`src/rtl/cip_pkg.sv`:
```
package cip_pkg;
  typedef enum logic [2:0] {
    PH_IDLE, PH_ISO0, PH_ISO1, PH_CIP0, PH_CIP1, PH_DATA
  } phase_t;
  localparam logic [3:0] TCODE_ISO = 4'hA;
  localparam logic [1:0] TAG_CIP   = 2'b01;
  localparam logic [5:0] FMT_AM    = 6'h10;
  localparam logic [7:0] LABEL_RAW = 8'h40;
endpackage

```
`src/rtl/cip_seq.sv`:
```
module cip_seq
  import cip_pkg::*;
#(
  parameter int PW = 10
) (
  input  logic          clk,
  input  logic          rst_n,
  input  logic          start_i,
  input  logic [PW-1:0] total_i,
  output phase_t        phase_o,
  output logic          last_o,
  output logic          accept_o
);
  phase_t        phase_q, phase_d;
  logic [PW-1:0] cnt_q, cnt_d;
  logic          cnt_en;
  logic          data_end;

  assign data_end = (cnt_q == total_i - PW'(1));
  assign accept_o = (phase_q == PH_IDLE) && start_i;

  always_comb begin
    phase_d = phase_q;
    cnt_d   = cnt_q;
    cnt_en  = 1'b0;
    unique case (phase_q)
      PH_IDLE: if (start_i) phase_d = PH_ISO0;
      PH_ISO0: phase_d = PH_ISO1;
      PH_ISO1: phase_d = PH_CIP0;
      PH_CIP0: phase_d = PH_CIP1;
      PH_CIP1: begin
        cnt_en = 1'b1;
        cnt_d  = '0;
        phase_d = (total_i == '0) ? PH_IDLE : PH_DATA;
      end
      PH_DATA: begin
        cnt_en = 1'b1;
        if (data_end) phase_d = PH_IDLE;
        else          cnt_d   = cnt_q + PW'(1);
      end
      default: phase_d = PH_IDLE;
    endcase
  end

  always_ff @(posedge clk or negedge rst_n) begin
    if (!rst_n) begin
      phase_q <= PH_IDLE;
      cnt_q   <= '0;
    end else begin
      phase_q <= phase_d;
      if (cnt_en) cnt_q <= cnt_d;
    end
  end

  assign phase_o = phase_q;
  assign last_o  = ((phase_q == PH_CIP1) && (total_i == '0)) ||
                   ((phase_q == PH_DATA) && data_end);


  hdr_order_chk: assert property (@(posedge clk) disable iff (!rst_n)
    (phase_q == PH_ISO0) |=> (phase_q == PH_ISO1));

  last_then_idle_chk: assert property (@(posedge clk) disable iff (!rst_n)
    last_o |=> (phase_q == PH_IDLE));
endmodule

```
`src/rtl/cip_dbc.sv`:
```
module cip_dbc #(
  parameter int EVW = 6
) (
  input  logic           clk,
  input  logic           rst_n,
  input  logic           adv_i,
  input  logic [EVW-1:0] step_i,
  output logic [7:0]     dbc_o
);
  logic [7:0] dbc_q, dbc_d;

  always_comb dbc_d = dbc_q + 8'(step_i);

  always_ff @(posedge clk or negedge rst_n) begin
    if (!rst_n)     dbc_q <= '0;
    else if (adv_i) dbc_q <= dbc_d;
  end

  assign dbc_o = dbc_q;


  dbc_hold_chk: assert property (@(posedge clk) disable iff (!rst_n)
    !adv_i |=> $stable(dbc_q));
endmodule

```
`src/rtl/cip_hdr.sv`:
```
module cip_hdr
  import cip_pkg::*;
#(
  parameter int          CHW   = 4,
  parameter int          PW    = 10,
  parameter logic [1:0]  SPEED = 2'd0
) (
  input  logic [PW-1:0]  total_i,
  input  logic [CHW-1:0] chans_i,
  input  logic [5:0]     sid_i,
  input  logic [5:0]     iso_chan_i,
  input  logic [2:0]     rate_i,
  input  logic [15:0]    syt_i,
  input  logic [7:0]     dbc_i,
  output logic [31:0]    iso0_o,
  output logic [31:0]    iso1_o,
  output logic [31:0]    cip0_o,
  output logic [31:0]    cip1_o
);
  logic [15:0] len_bytes;

  always_comb begin
    len_bytes = 16'((32'(total_i) + 32'd2) << 2);
    iso0_o = {14'd0, SPEED, TAG_CIP, iso_chan_i, TCODE_ISO, 4'd0};
    iso1_o = {len_bytes, 16'd0};
    cip0_o = {2'b00, sid_i, 8'(chans_i), 8'd0, dbc_i};
    cip1_o = {2'b10, FMT_AM, 8'(rate_i), syt_i};
  end
endmodule

```
`src/rtl/cip_pkt_asm.sv`:
```
module cip_pkt_asm
  import cip_pkg::*;
#(
  parameter int         EVW   = 6,
  parameter int         CHW   = 4,
  parameter logic [1:0] SPEED = 2'd0
) (
  input  logic           clk,
  input  logic           rst_n,
  input  logic           start_i,
  input  logic [EVW-1:0] events_i,
  input  logic [CHW-1:0] chans_i,
  input  logic [15:0]    node_id_i,
  input  logic [5:0]     iso_chan_i,
  input  logic [2:0]     rate_i,
  input  logic           raw_mode_i,
  input  logic [15:0]    syt_i,
  input  logic [7:0]     label_i,
  input  logic [7:0]     smp_lo_i,
  input  logic [7:0]     smp_hi_i,
  output logic           smp_rd_o,
  output logic [31:0]    word_o,
  output logic           valid_o,
  output logic           last_o,
  output logic           busy_o
);
  localparam int PW = EVW + CHW;

  logic [EVW-1:0] ev_q;
  logic [CHW-1:0] ch_q;
  logic [5:0]     sid_q, chan_q;
  logic [2:0]     rate_q;
  logic           raw_q;
  logic [15:0]    syt_q;
  logic [PW-1:0]  total_q, total_d;
  logic           accept;
  phase_t         phase;
  logic           last;
  logic [7:0]     dbc;
  logic [31:0]    iso0, iso1, cip0, cip1;
  logic [7:0]     lab;

  always_comb total_d = PW'(events_i) * PW'(chans_i);

  always_ff @(posedge clk or negedge rst_n) begin
    if (!rst_n) begin
      ev_q <= '0; ch_q <= '0; sid_q <= '0; chan_q <= '0;
      rate_q <= '0; raw_q <= 1'b0; syt_q <= '0; total_q <= '0;
    end else if (accept) begin
      ev_q    <= events_i;
      ch_q    <= chans_i;
      sid_q   <= node_id_i[5:0];
      chan_q  <= iso_chan_i;
      rate_q  <= rate_i;
      raw_q   <= raw_mode_i;
      syt_q   <= syt_i;
      total_q <= total_d;
    end
  end

  cip_seq #(.PW(PW)) u_seq (
    .clk, .rst_n, .start_i, .total_i(total_q),
    .phase_o(phase), .last_o(last), .accept_o(accept)
  );

  cip_dbc #(.EVW(EVW)) u_dbc (
    .clk, .rst_n, .adv_i(last), .step_i(ev_q), .dbc_o(dbc)
  );

  cip_hdr #(.CHW(CHW), .PW(PW), .SPEED(SPEED)) u_hdr (
    .total_i(total_q), .chans_i(ch_q), .sid_i(sid_q), .iso_chan_i(chan_q),
    .rate_i(rate_q), .syt_i(syt_q), .dbc_i(dbc),
    .iso0_o(iso0), .iso1_o(iso1), .cip0_o(cip0), .cip1_o(cip1)
  );

  assign lab = raw_q ? LABEL_RAW : label_i;

  always_comb begin
    unique case (phase)
      PH_ISO0: word_o = iso0;
      PH_ISO1: word_o = iso1;
      PH_CIP0: word_o = cip0;
      PH_CIP1: word_o = cip1;
      PH_DATA: word_o = {lab, smp_hi_i, smp_lo_i, 8'h00};
      default: word_o = '0;
    endcase
  end

  assign valid_o  = (phase != PH_IDLE);
  assign busy_o   = (phase != PH_IDLE);
  assign smp_rd_o = (phase == PH_DATA);
  assign last_o   = last;


  data_lowbyte_chk: assert property (@(posedge clk) disable iff (!rst_n)
    smp_rd_o |-> (valid_o && word_o[7:0] == 8'h00));

  empty_last_chk: assert property (@(posedge clk) disable iff (!rst_n)
    (last_o && !smp_rd_o) |-> (word_o[31:30] == 2'b10));

  start_ignored_chk: assert property (@(posedge clk) disable iff (!rst_n)
    (busy_o && start_i) |=> $stable(total_q));

  last_valid_chk: assert property (@(posedge clk) disable iff (!rst_n)
    last_o |-> valid_o);
endmodule

```
`config.mk`:
```
export PLATFORM = sky130hd
export DESIGN_NAME = cip_pkt_asm
export DESIGN_NICKNAME = d
export VERILOG_FILES = /design/src/rtl/cip_pkg.sv /design/src/rtl/cip_seq.sv /design/src/rtl/cip_dbc.sv /design/src/rtl/cip_hdr.sv /design/src/rtl/cip_pkt_asm.sv
export SDC_FILE = /design/constraint.sdc
export NUM_CORES = 1
export LEC_CHECK = 0
export ABC_CLOCK_PERIOD_IN_PS = 4800
export CAP_MARGIN = 0
export CORE_MARGIN = 10
export CORE_UTILIZATION = 56
export DETAILED_ROUTE_END_ITERATION = 8
export PLACE_DENSITY = 0.91
export SKIP_CTS_REPAIR_TIMING = 1
export SLEW_MARGIN = 10
export SYNTH_ARGS = -nofsm -noshare
export SYNTH_HDL_FRONTEND = slang
export SYNTH_SLANG_ARGS = --single-unit
export TNS_END_PERCENT = 1
```
`constraint.sdc`:
```
create_clock -name clk -period 4.8 [get_ports clk]
set_clock_uncertainty 0.1 [all_clocks]
set_input_delay 0.96 -clock clk [delete_from_list [all_inputs] [get_ports clk]]
set_output_delay 0.96 -clock clk [all_outputs]
set_load 0.1 [all_outputs]
```
# After elaboration in Yosys (flattened, before gate mapping)
# Index checks and enable logic that the tools add are counted.
[word_totals] reg_bits=73 in_bits=79 output_inout_bits=36 word_cells=45
[op_classes] addsub=4 mul=1 eq_ne=9 mux=9 reduce_logical=11
[op_table] operator="case mux 32 bit (5 select lines)" n=1
[op_table] operator="case mux 10 bit (2 select lines)" n=1
[op_table] operator="case mux 3 bit (6 select lines)" n=1
[op_table] operator="adder 10 x 2 -> 11 bit (second input constant)" n=1
[op_table] operator="adder 10 x 1 -> 10 bit (second input constant)" n=1
[op_table] operator="== test 10 bit" n=1
[op_table] operator="zero test 10 bit" n=1
[op_table] operator="multiplier 6 x 4 -> 10 bit" n=1
[op_table] operator="two-way mux 10 bit" n=1
[op_table] operator="subtractor 10 x 1 -> 10 bit (second input constant)" n=1
[op_table] operator="two-way mux 3 bit" n=3
[op_table] operator="adder 8 x 6 -> 8 bit" n=1
[op_table] operator="two-way mux 8 bit" n=1
[op_table] operator="== test 3 x 2 -> 1 bit (second input constant)" n=2
[op_table] operator="== test 3 bit (second input constant)" n=2
[op_table] operator="inequality test 2 bit (second input constant)" n=2
[op_table] operator="== test 3 x 1 -> 1 bit (second input constant)" n=1
[op_table] operator="logical AND 1 bit" n=3
[op_table] operator="zero test 3 bit" n=1
[op_table] operator="AND reduction 3 bit" n=1
[op_table] operator="nonzero test 3 bit" n=1
[op_table] operator="inequality test 2 x 1 -> 1 bit (second input constant)" n=1
[op_table] operator="AND reduction 2 bit" n=1
[op_table] operator="nonzero test 2 bit" n=1
[op_table] operator="3 further kinds" n=3

# Longest topological paths before layout
# Gate-level depths: netlist of the first run.
[logic_depth] depth_word=4 ltp_mapped=13 ltp_nobuf=13

# Modules after synthesis
# Synthesis of the first run repeated with hierarchy kept, for this count alone.
[unflattened] hier_cells=737 area_unflattened_um2=6723.9
[modules_own_cells] module="cip_pkt_asm" n_inst=1 cells_each=379 area_each_um2=3804.9 seq_area_each_um2=1301.2
[modules_own_cells] module="cip_seq" n_inst=1 cells_each=160 area_each_um2=1286.2 seq_area_each_um2=325.3
[modules_own_cells] module="cip_hdr" n_inst=1 cells_each=140 area_each_um2=1039.7 seq_area_each_um2=0.0
[modules_own_cells] module="cip_dbc" n_inst=1 cells_each=58 area_each_um2=593.1 seq_area_each_um2=200.2

# Least setup slack after synthesis of the first run
# OpenSTA, ideal clock, no wires.
[synth_timing] path_type="register to output" from="reg total_q[5]" to="out last_o" arrival_time_ns=3.934 required_time_ns=3.740 slack_ns=-0.194 path_stages_with_launch=9 path_buffers=2 path_cell_list="dfrtp_1 -> buf_6 -> or3_4 -> buf_6 -> or3_4 -> o31a_2 -> nand2_1 -> nand3_1 -> o21ai_0"
[synth_between] elab_chain_len=4 word_cells_on_any_way=6 classes_between="1 x add/sub; 1 x eq/ne; 4 x reduce/logical"
[synth_lines] item="start: declaration" line="cip_pkt_asm.sv:35" source="logic [PW-1:0] total_q, total_d;"
[synth_lines] item="start signal: assignment" line="cip_pkt_asm.sv:57" source="total_q <= total_d;"
[synth_lines] item="subtractor 10 x 1 -> 10 bit" line="cip_seq.sv:19" source="assign data_end = (cnt_q == total_i - PW'(1));"
[synth_lines] item="== test 10 bit" line="cip_seq.sv:19"
[synth_lines] item="logical AND 1 bit" line="cip_seq.sv:57" source="((phase_q == PH_DATA) && data_end);"
[synth_lines] item="logical OR 1 bit *" line="cip_seq.sv:56" source="assign last_o = ((phase_q == PH_CIP1) && (total_i == '0)) ||"
[synth_lines] item="end: declaration" line="cip_pkt_asm.sv:24" source="output logic last_o,"
# Every way passes the cells marked *; elsewhere a longest branch is shown, timed or not.

# Final worst setup path of the first run
[layout_timing] from="in chans_i[3]" to="reg total_q[9]"
[layout_between] elab_chain_len=1
[layout_lines] item="start: declaration" line="cip_pkt_asm.sv:12" source="input logic [CHW-1:0] chans_i,"
[layout_lines] item="multiplier 6 x 4 -> 10 bit" line="cip_pkt_asm.sv:43" source="always_comb total_d = PW'(events_i) * PW'(chans_i);"
# No other way between the ends.
# A chain may end at the register's enable or synchronous reset.

==> impl_metrics.env, run 1 <==
export IMPL_status="complete, no violations"
export IMPL_crit_path_max_incr_delay_ns=0.61
export IMPL_h_tree_depth=3
export IMPL_antenna_found_initial=0
export IMPL_pwr_share_seq_pct=25.9
export IMPL_finalCritPeriodShare_pct=86.8
export IMPL_path_common_cell="a21o_1"
export IMPL_synth_area_leader_cell="dfrtp_1"
export IMPL_io_buffers=104
export IMPL_peakVddDrop_uv=637
export IMPL_netlist_top_cells_area="dfrtp_1 35%, nand2_1 12%, ha_1 6.0%, xnor2_1 3.5%, fa_1 3.5%"
export IMPL_cts_sinks=73
export IMPL_switching_share_pct=53.2
export IMPL_viasPerCell=6.02
export IMPL_cts_tree="done"
export IMPL_arrival_ns=4.29
export IMPL_worst_setup_path_start_kind="input pin"
export IMPL_dpl_hpwl_um=11600
export IMPL_async_flop_share_pct=100
export IMPL_synth_edf_count=0
export IMPL_track_usage_pct=24.2
export IMPL_io_pins=115
export IMPL_critPathCaptureType="flip-flop"
export IMPL_die_h_um=116
export IMPL_fillers=659
export IMPL_grt_pass1_wl_um=26000
export IMPL_n_antenna_cell=0
export IMPL_pwr_density_cell_mw_per_mm2=680
export IMPL_numCtsBuffers=9
export IMPL_r2r_setup_slack_ns=1.80
export IMPL_clk_pin_slew_worst_paths_ns=0.08
export IMPL_syn_to_final_growth_pct=26.9
export IMPL_cp_top_family="adder cells"
export IMPL_yosys_warnings=0
export IMPL_post_synth_cell_area_avg_um2=8.29
export IMPL_use_met1_pct=28.7
export IMPL_p_int_mw=2.09
export IMPL_maxSlewHeadroom_pct=39.2
export IMPL_fmax_mhz=240
export IMPL_hold_violations=0
export IMPL_crit_path_top_delay_cell="clkdlybuf4s50_1"
export IMPL_vias=4957
export IMPL_synthCells=625
export IMPL_syn_cell_area_mm2=0.00518
export IMPL_routed_wl_um=15600
export IMPL_worstMarginPinSlew_ns=0.910
export IMPL_rsz0062_at_grt="false"
export IMPL_synth_top_area_share_pct=35.2
export IMPL_ys_seq_area_share_pct=35.2
export IMPL_synth_top_family_by_area="simple AND/OR/NAND/NOR gates"
export IMPL_yosys_register_bits=73
export IMPL_cts_buffer_depth=2
export IMPL_yosys_area_share_adder_pct=9.51
export IMPL_met3_usage_pct=6.57
export IMPL_totalPowerFinal_mw=4.47
export IMPL_worst_hold_path_type="reg2reg"
export IMPL_crit_fanout=7
export IMPL_fin_tns_setup_ns=0
export IMPL_placement_rows=35
export IMPL_slew_viol_final=0
export IMPL_core_mm2=0.00911
export IMPL_finalWeightedCongestion=0.937
export IMPL_drive_above_1_share_pct=9.83
export IMPL_die_area_mm2=0.0135
export IMPL_synth_compound_area_share_pct=14.9
export IMPL_initial_core_util_pct=56.9
export IMPL_power_frac_comb_pct=61.1
export IMPL_grt_pass1_vias=5172
export IMPL_power_switching_mw=2.38
export IMPL_die_w_um=116
export IMPL_syn_nets=738
export IMPL_crit_chain="clkdlybuf4s50_1, nand2_1, fa_1, inv_1, fa_1, ha_1, a21o_1, a21o_1, a21o_1, a21oi_1, o21bai_1, mux2i_1, nand3_1"
export IMPL_grt_busiest_layer="met2"
export IMPL_synthMuxAreaShare_pct=4.73
export IMPL_finalSetupViolations=0
export IMPL_grt_max_degree=38
export IMPL_worstPathRequired_ns=4.92
export IMPL_leakage_nw=3.10
export IMPL_postRouteAntennaNets=0
export IMPL_max_cap_viol_count=0
export IMPL_yosys_area_share_simple_pct=25.6
export IMPL_drc=0
export IMPL_crit_buf_inv=2
export IMPL_firstDrtPassIters=5
export IMPL_clk_latency_ns=0.35
export IMPL_drt_iter0_drc=544
export IMPL_fin_crit_ns=4.17
export IMPL_critPathKind="in2reg"
export IMPL_p_clk_share_pct=12.9
export IMPL_yosys_cell_types_count=53
export IMPL_globalRouteOverflowTotal=0
export IMPL_synthFlopType="dfrtp_1"
export IMPL_drt_wirelength_per_cell_um=19.0
export IMPL_synth_xor_area_share_pct=4.90
export IMPL_cts_root_buf="clkbuf_8"
export IMPL_use_met2_pct=41.1
export IMPL_nets=821
worst min-delay path, delay by kind of cell, from the launching register on:
family           cells  cell delay [ns]
DFF                  1             0.35
and+or+nand+nor      2             0.11
kinds of logic after synthesis:
logic type / after synthesis
AND/OR/NAND/NOR: 292
AO/OA/AOI/OAI: 113
flip-flops: 73
buffers and inverters: 62
adder cells (fa/ha/maj): 34
XOR/XNOR: 29
multiplexers: 22
cell usage after synthesis (12+ instances only):
master / count
a21oi_1: 25
a22o_1: 12
and2_1: 23
clkbuf_1: 28
dfrtp_1: 73
ha_1: 25
inv_1: 22
mux2i_1: 17
nand2_1: 169
nor2_1: 35
o21ai_0: 30
xnor2_1: 21
power groups by stage:
stage / clock, mW / combinational [mW] / sequential [mW]
after floorplan: 0 / 2.11 / 0.985
after global placement: 0 / 2.62 / 1.13
after detailed placement: 0 / 2.70 / 1.16
after CTS: 0.580 / 2.72 / 1.15
after global routing: 0.609 / 2.93 / 1.19
final: 0.579 / 2.73 / 1.16
sequential cells by signal (all words and copies together) (netlist names):
name	count
rate_q	3
u_seq.phase_o	3
syt_q	16
sid_q	6
ch_q	4
u_seq.cnt_q	10
ev_q	6
total_q	10
u_dbc.dbc_o	8
raw_q	1
chan_q	6
worst paths after layout:
kind	from	to	cells past startpoint
worst max register to register	total_q[0]$_DFFE_PN0P_	u_seq.cnt_q[3]$_DFFE_PN0P_	9
min in group asynchronous	rst_n	u_seq.cnt_q[8]$_DFFE_PN0P_	1
worst max-delay path	chans_i[3]	total_q[9]$_DFFE_PN0P_	13
max in group asynchronous	rst_n	u_seq.cnt_q[3]$_DFFE_PN0P_	2
worst min-delay path	syt_q[0]$_DFFE_PN0P_	syt_q[0]$_DFFE_PN0P_	2
worst min register to register	syt_q[0]$_DFFE_PN0P_	syt_q[0]$_DFFE_PN0P_	2
layout by cell type, fill, tap and decap left out, types with 4 or more instances in the layout:
cell type        netlist  final
a211oi_1               4      4
a21o_1                 6      6
a21oi_1               25     25
a221o_1                4      4
a22o_1                12     12
a32oi_1                4      4
and2_1                23     23
buf_12                 0     17
buf_4                  2     24
clkbuf_8               0      9
clkdlybuf4s50_1        0     67
dfrtp_1               73     73
fa_1                   9      9
ha_1                  25     25
inv_1                 22     22
mux2_4                 5      5
mux2i_1               17     17
nand2_1              169    169
nand2b_1               9      9
nand3_1               11     11
nor2_1                35     35
nor2b_1                5      5
nor3_1                10     10
nor4_1                 6      6
nor4b_1                4      4
o211ai_1               5      5
o21ai_0               30     29
xnor2_1               21     21
xor2_1                 8      8
cell type report:
cell class	count	area, um^2	area share, %
Inverter	25	93.8	1.43
Multi-Input combinational cell	490	3090	47.0
Clock buffer	9	124	1.88
Clock inverter	6	108	1.64
Sequential cell	73	1830	27.8
Timing Repair Buffer	109	1200	18.2
Tap cell	111	139	2.11
layer usage:
layer / routed length [um] / vias to the layer above
met3: 1470 / 28
met1: 6010 / 2397
met4: 326 / 0
met2: 7830 / 246
li1: - / 2286
met5: 0 / -
metrics by stage:
step	hold slack, ns	worst slack (ns)	util, %	area, um^2	instances
finish	0.383	0.635	72.2	6580	823
global route	0.412	0.477	72.2	6580	823
CTS	0.384	0.630	72.2	6580	823
detailed placement	0.364	0.271	69.7	6350	808
global placement	0.356	0.358	69.7	6350	808
floorplan	0.345	0.311	-	5180	625
No activity file was read; power rests on OpenSTA's default activity.
==> run 2: changes to the inputs <==
--- a/config.mk
+++ b/config.mk
@@ -7,9 +7,12 @@
 export LEC_CHECK = 0
 export ABC_CLOCK_PERIOD_IN_PS = 4800
 export CAP_MARGIN = 0
+export CELL_PAD_IN_SITES_DETAIL_PLACEMENT = 1
+export CELL_PAD_IN_SITES_GLOBAL_PLACEMENT = 1
 export CORE_MARGIN = 10
-export CORE_UTILIZATION = 56
+export CORE_UTILIZATION = 41
 export DETAILED_ROUTE_END_ITERATION = 8
+export MAX_ROUTING_LAYER = met4
 export PLACE_DENSITY = 0.91
 export SKIP_CTS_REPAIR_TIMING = 1
 export SLEW_MARGIN = 10
==> run 2 against run 1 <==
  * Combinational power is 2% higher
  * Clock power up 45%
  * Routed wire length up 18%
  * Hold slack better by 0.0068 ns
  * Final cell count increased by 7.8%
  * Non-clock buffer count up 2
  * Flip-flop and latch count is the same
  * Design area up 3.5%
  * Die area rose by 30%
  * Count of clock-buffer cells in the layout did not move
  * Worst setup slack lost 0.20 ns
  * Critical endpoint is now total_q[8]$_DFFE_PN0P_
  * Largest power group unchanged
==> impl_metrics.env, run 2 (synthesis results as in run 1) <==
export IMPL_cts_sinks=73
export IMPL_drt_iter0_drc=246
export IMPL_antenna_found_initial=0
export IMPL_initial_core_util_pct=41.4
export IMPL_syn_to_final_growth_pct=31.4
export IMPL_mostFrequentLayoutCell="nand2_1"
export IMPL_track_usage_pct=21.6
export IMPL_layout_common_cells="169 x nand2_1, 73 x dfrtp_1, 67 x clkdlybuf4s50_1"
export IMPL_cts_buffer_depth=2
export IMPL_grt_max_degree=49
export IMPL_globalRouteOverflowTotal=0
export IMPL_worst_setup_path_start_kind="input pin"
export IMPL_rsz0062_at_grt="false"
export IMPL_placement_rows=41
export IMPL_switching_share_pct=51.7
export IMPL_worst_hold_path_type="reg2reg"
export IMPL_power_switching_mw=2.49
export IMPL_fin_tns_setup_ns=0
export IMPL_io_buffers=104
export IMPL_top_register="syt_q"
export IMPL_viasPerCell=5.56
export IMPL_dp_slack_ns=0.214
export IMPL_p_int_mw=2.32
export IMPL_status="complete, no violations"
export IMPL_vias=4933
export IMPL_crit_fanout=7
export IMPL_core_mm2=0.0125
export IMPL_drc=0
export IMPL_finalSetupViolations=0
export IMPL_die_w_um=132
export IMPL_slew_viol_final=0
export IMPL_leakage_nw=3.17
export IMPL_firstDrtPassIters=4
export IMPL_fin_crit_ns=4.37
export IMPL_die_h_um=132
export IMPL_peakVddDrop_uv=405
export IMPL_worstPathRequired_ns=4.88
export IMPL_grt_pass1_vias=5544
export IMPL_p_clk_share_pct=17.5
export IMPL_pwr_density_cell_mw_per_mm2=707
export IMPL_drive_above_1_share_pct=10.2
export IMPL_arrival_ns=4.45
export IMPL_postRouteAntennaNets=0
export IMPL_drt_wirelength_per_cell_um=20.8
export IMPL_nets=823
export IMPL_io_pins=115
export IMPL_numCtsBuffers=9
export IMPL_cts_root_buf="clkbuf_16"
export IMPL_clk_pin_slew_worst_paths_ns=0.06
export IMPL_pwr_share_seq_pct=24.8
export IMPL_timing_final_ws_setup_ns=0.432
export IMPL_critPathKind="in2reg"
export IMPL_worstMarginPinSlew_ns=1.23
export IMPL_dpl_hpwl_um=14000
export IMPL_largest_registers="syt_q x16, total_q x10, u_seq.cnt_q x10"
export IMPL_largest_reg_flops=16
export IMPL_maxSlewHeadroom_pct=18.2
export IMPL_n_antenna_cell=0
export IMPL_max_cap_viol_count=0
export IMPL_finalCritPeriodShare_pct=91.0
export IMPL_routed_wl_um=18500
export IMPL_critPathCaptureType="flip-flop"
export IMPL_cts_tree="done"
export IMPL_fmax_mhz=229
export IMPL_finalWeightedCongestion=0.917
export IMPL_die_area_mm2=0.0175
export IMPL_hold_violations=0
export IMPL_clk_latency_ns=0.35
export IMPL_grt_pass1_wl_um=29500
export IMPL_power_frac_comb_pct=57.8
export IMPL_h_tree_depth=3
run 2: cell types whose count changed in the layout (fill, tap and decap cells not counted):
cell / change
buf_2: -1
clkbuf_16: +9
clkbuf_8: -9
bufinv_16: +1
inv_6: +1
buf_4: +3
clkinv_2: -1
run 2: path summary, 6_finish.rpt:
check / end / start / depth (start not counted) / slack [ns]
min in group asynchronous: total_q[1]$_DFFE_PN0P_ / rst_n / 1 / 0.55
max reg2reg: rate_q[1]$_DFFE_PN0P_ / u_seq.phase_o[0]$_DFFE_PN0P_ / 6 / 1.60
min: rate_q[2]$_DFFE_PN0P_ / rate_q[2]$_DFFE_PN0P_ / 2 / 0.39
max in group asynchronous: total_q[8]$_DFFE_PN0P_ / rst_n / 2 / 3.19
max: total_q[8]$_DFFE_PN0P_ / chans_i[3] / 13 / 0.43
min reg2reg: rate_q[2]$_DFFE_PN0P_ / rate_q[2]$_DFFE_PN0P_ / 2 / 0.39
run 2: final cells by class:
cell class                      count  area, um^2
Sequential cell                    73        1830
Tap cell                          172         215
Clock inverter                      7         141
Fill cell                        1489        5710
Multi-Input combinational cell    490        3090
Timing Repair Buffer              111        1210
Clock buffer                        9         225
Inverter                           25        93.8
run 2: metal layers:
layer / global-route usage (%) / vias to the layer above / wire [um]
met5: - / - / 0
met4: 8.86 / 0 / 573
met3: 4.96 / 46 / 810
met2: 37.6 / 133 / 9650
met1: 23.2 / 2460 / 7430
li1: - / 2294 / -
run 2: power groups by stage:
stage	logic [mW]	registers, mW	clock network [mW]
after floorplan	2.11	0.985	0
final	2.78	1.19	0.841
after global routing	2.98	1.23	0.880
after detailed placement	2.76	1.19	0
after global placement	2.65	1.16	0
after CTS	2.80	1.19	0.852
run 2: critical path, cell delays in order:
cell             delay [ns]
clkdlybuf4s50_1        0.62
nand2_1                0.13
fa_1                   0.56
inv_1                  0.06
fa_1                   0.54
fa_1                   0.49
a21o_1                 0.21
a21o_1                 0.20
a21oi_1                0.19
nor2_1                 0.08
nor2_1                 0.13
xor2_1                 0.15
o21ai_0                0.12
run 2: per-stage QoR:
stage | std cells | instance area (um^2) | hold slack, ns | util [%] | total power, mW
2_1_floorplan | 625 | 5180 | 0.345 | - | 3.09
6_report | 887 | 6810 | 0.390 | 54.4 | 4.82
4_1_cts | 887 | 6810 | 0.391 | 54.4 | 4.83
5_1_grt | 887 | 6810 | 0.407 | 54.4 | 5.09
3_3_place_gp | 871 | 6440 | 0.357 | 51.4 | 3.81
3_5_place_dp | 871 | 6440 | 0.369 | 51.4 | 3.95
==> run 3: changes to the inputs <==
--- a/config.mk
+++ b/config.mk
@@ -11,11 +11,12 @@
 export CELL_PAD_IN_SITES_GLOBAL_PLACEMENT = 1
 export CORE_MARGIN = 10
 export CORE_UTILIZATION = 41
+export CTS_CLUSTER_SIZE = 40
 export DETAILED_ROUTE_END_ITERATION = 8
 export MAX_ROUTING_LAYER = met4
 export PLACE_DENSITY = 0.91
 export SKIP_CTS_REPAIR_TIMING = 1
-export SLEW_MARGIN = 10
+export SLEW_MARGIN = 20
 export SYNTH_ARGS = -nofsm -noshare
 export SYNTH_HDL_FRONTEND = slang
 export SYNTH_SLANG_ARGS = --single-unit
==> run 3 against run 2 <==
  * Register-to-register slack gained 0.15 ns
  * Fmax is the same
  * Critical path depth is the same
  * Count of clock-buffer cells in the layout is the same
  * Flip-flop and latch count is the same
  * Combinational power is essentially flat
  * Critical path type unchanged
==> impl_metrics.env, run 3 (synthesis results as in run 1) <==
export IMPL_initial_core_util_pct=41.4
export IMPL_largest_registers="syt_q x16, total_q x10, u_seq.cnt_q x10"
export IMPL_fillers=1490
export IMPL_clk_pin_slew_worst_paths_ns=0.06
export IMPL_met3_usage_pct=4.96
export IMPL_worst_hold_path_type="reg2reg"
export IMPL_placed_cell_area_mm2=0.00644
export IMPL_layout_common_cells="169 x nand2_1, 73 x dfrtp_1, 67 x clkdlybuf4s50_1"
export IMPL_track_usage_pct=21.6
export IMPL_firstDrtPassIters=4
export IMPL_hold_violations=0
export IMPL_peakVddDrop_uv=405
export IMPL_cts_sinks=73
export IMPL_mostFrequentLayoutCell="nand2_1"
export IMPL_slew_viol_final=0
export IMPL_post_layout_nonfiller_instances=887
export IMPL_die_area_mm2=0.0175
export IMPL_crit_fanout=7
export IMPL_totalPowerFinal_mw=4.82
export IMPL_die_w_um=132
export IMPL_dpl_hpwl_um=14000
export IMPL_use_met1_pct=23.2
export IMPL_finalWeightedCongestion=0.917
export IMPL_fin_util_pct=54.4
export IMPL_status="complete, no violations"
export IMPL_routed_wl_um=18500
export IMPL_die_h_um=132
export IMPL_top_register="syt_q"
export IMPL_placement_rows=41
export IMPL_worstMarginPinSlew_ns=0.916
export IMPL_grt_pass1_wl_um=29500
export IMPL_critPathKind="in2reg"
export IMPL_leakage_nw=3.17
export IMPL_fin_crit_ns=4.37
export IMPL_pwr_density_cell_mw_per_mm2=707
export IMPL_worst_setup_path_start_kind="input pin"
export IMPL_crit_chain="clkdlybuf4s50_1, nand2_1, fa_1, inv_1, fa_1, fa_1, a21o_1, a21o_1, a21oi_1, nor2_1, nor2_1, xor2_1, o21ai_0"
export IMPL_io_buffers=104
export IMPL_crit_path_max_incr_delay_ns=0.62
export IMPL_arrival_ns=4.45
export IMPL_finalCritPeriodShare_pct=91.0
export IMPL_drt_iter0_drc=246
export IMPL_fin_tns_setup_ns=0
export IMPL_crit_path_top_delay_cell="clkdlybuf4s50_1"
export IMPL_final_area_mm2=0.00681
export IMPL_critPathCaptureType="flip-flop"
export IMPL_numCtsBuffers=9
export IMPL_grt_max_degree=49
export IMPL_use_met2_pct=37.6
export IMPL_n_antenna_cell=0
export IMPL_placedCellCount=871
export IMPL_path_common_cell="fa_1"
export IMPL_drt_wirelength_per_cell_um=20.8
export IMPL_postRouteAntennaNets=0
export IMPL_finalSetupViolations=0
export IMPL_dp_slack_ns=0.214
export IMPL_maxSlewHeadroom_pct=38.7
export IMPL_io_pins=115
export IMPL_syn_to_final_growth_pct=31.4
export IMPL_whs_ns=0.390
export IMPL_globalRouteOverflowTotal=0
export IMPL_grt_busiest_layer="met2"
export IMPL_fmax_mhz=229
export IMPL_drive_above_1_share_pct=10.3
export IMPL_core_mm2=0.0125
export IMPL_antenna_found_initial=0
export IMPL_viasPerCell=5.56
export IMPL_max_cap_viol_count=0
export IMPL_largest_reg_flops=16
export IMPL_vias=4933
export IMPL_drc=0
export IMPL_worstPathRequired_ns=4.88
export IMPL_cts_buffer_depth=2
export IMPL_r2r_setup_slack_ns=1.75
export IMPL_cts_tree="done"
export IMPL_cts_root_buf="clkbuf_16"
export IMPL_timing_final_ws_setup_ns=0.432
export IMPL_grt_pass1_vias=5544
export IMPL_nets=823
export IMPL_rsz0062_at_grt="false"
export IMPL_h_tree_depth=3
export IMPL_clk_latency_ns=0.35
-- run 3: cell counts in the layout (fill, tap and decap cells not counted) --
No cell type changed its count.
-- run 3: cell type report --
cell class | count | area [um^2] | share of cell area, %
clock buffers | 9 | 225 | 3.31
clock inverters | 7 | 141 | 2.08
inverters | 25 | 93.8 | 1.38
multi-input cells | 490 | 3090 | 45.4
flip-flops and latches | 73 | 1830 | 26.8
well taps | 172 | 215 | 3.16
repair buffers | 111 | 1210 | 17.8
-- run 3: layer usage --
layer / vias to the layer above / share of wire [%]
met5: - / 0
met4: 0 / 3.1
met3: 46 / 4.4
met2: 133 / 52
met1: 2460 / 40
li1: 2294 / -
-- run 3: where the power goes --
group / switching, mW / internal [mW]
clock network: 0.280 / 0.561
registers: 0.334 / 0.860
logic: 1.88 / 0.903
-- run 3: final timing paths --
kind	start	endpoint	depth (start not counted)
setup reg to reg	total_q[0]$_DFFE_PN0P_	u_dbc.dbc_o[2]$_DFFE_PN0P_	9
hold reg to reg	rate_q[2]$_DFFE_PN0P_	rate_q[2]$_DFFE_PN0P_	2
hold / removal	rate_q[2]$_DFFE_PN0P_	rate_q[2]$_DFFE_PN0P_	2
max in group asynchronous	rst_n	total_q[8]$_DFFE_PN0P_	2
setup / recovery	chans_i[3]	total_q[8]$_DFFE_PN0P_	13
min in group asynchronous	rst_n	total_q[1]$_DFFE_PN0P_	1
-- run 3: worst max-delay path: cells and delay by family --
family / cells / cell delay (ns)
buffers and inverters: 2 / 0.68
adders and majority gates: 3 / 1.59
and+or+nand+nor: 3 / 0.34
xor gates and xnor gates: 1 / 0.15
AOI/OAI and AO/OA: 4 / 0.72
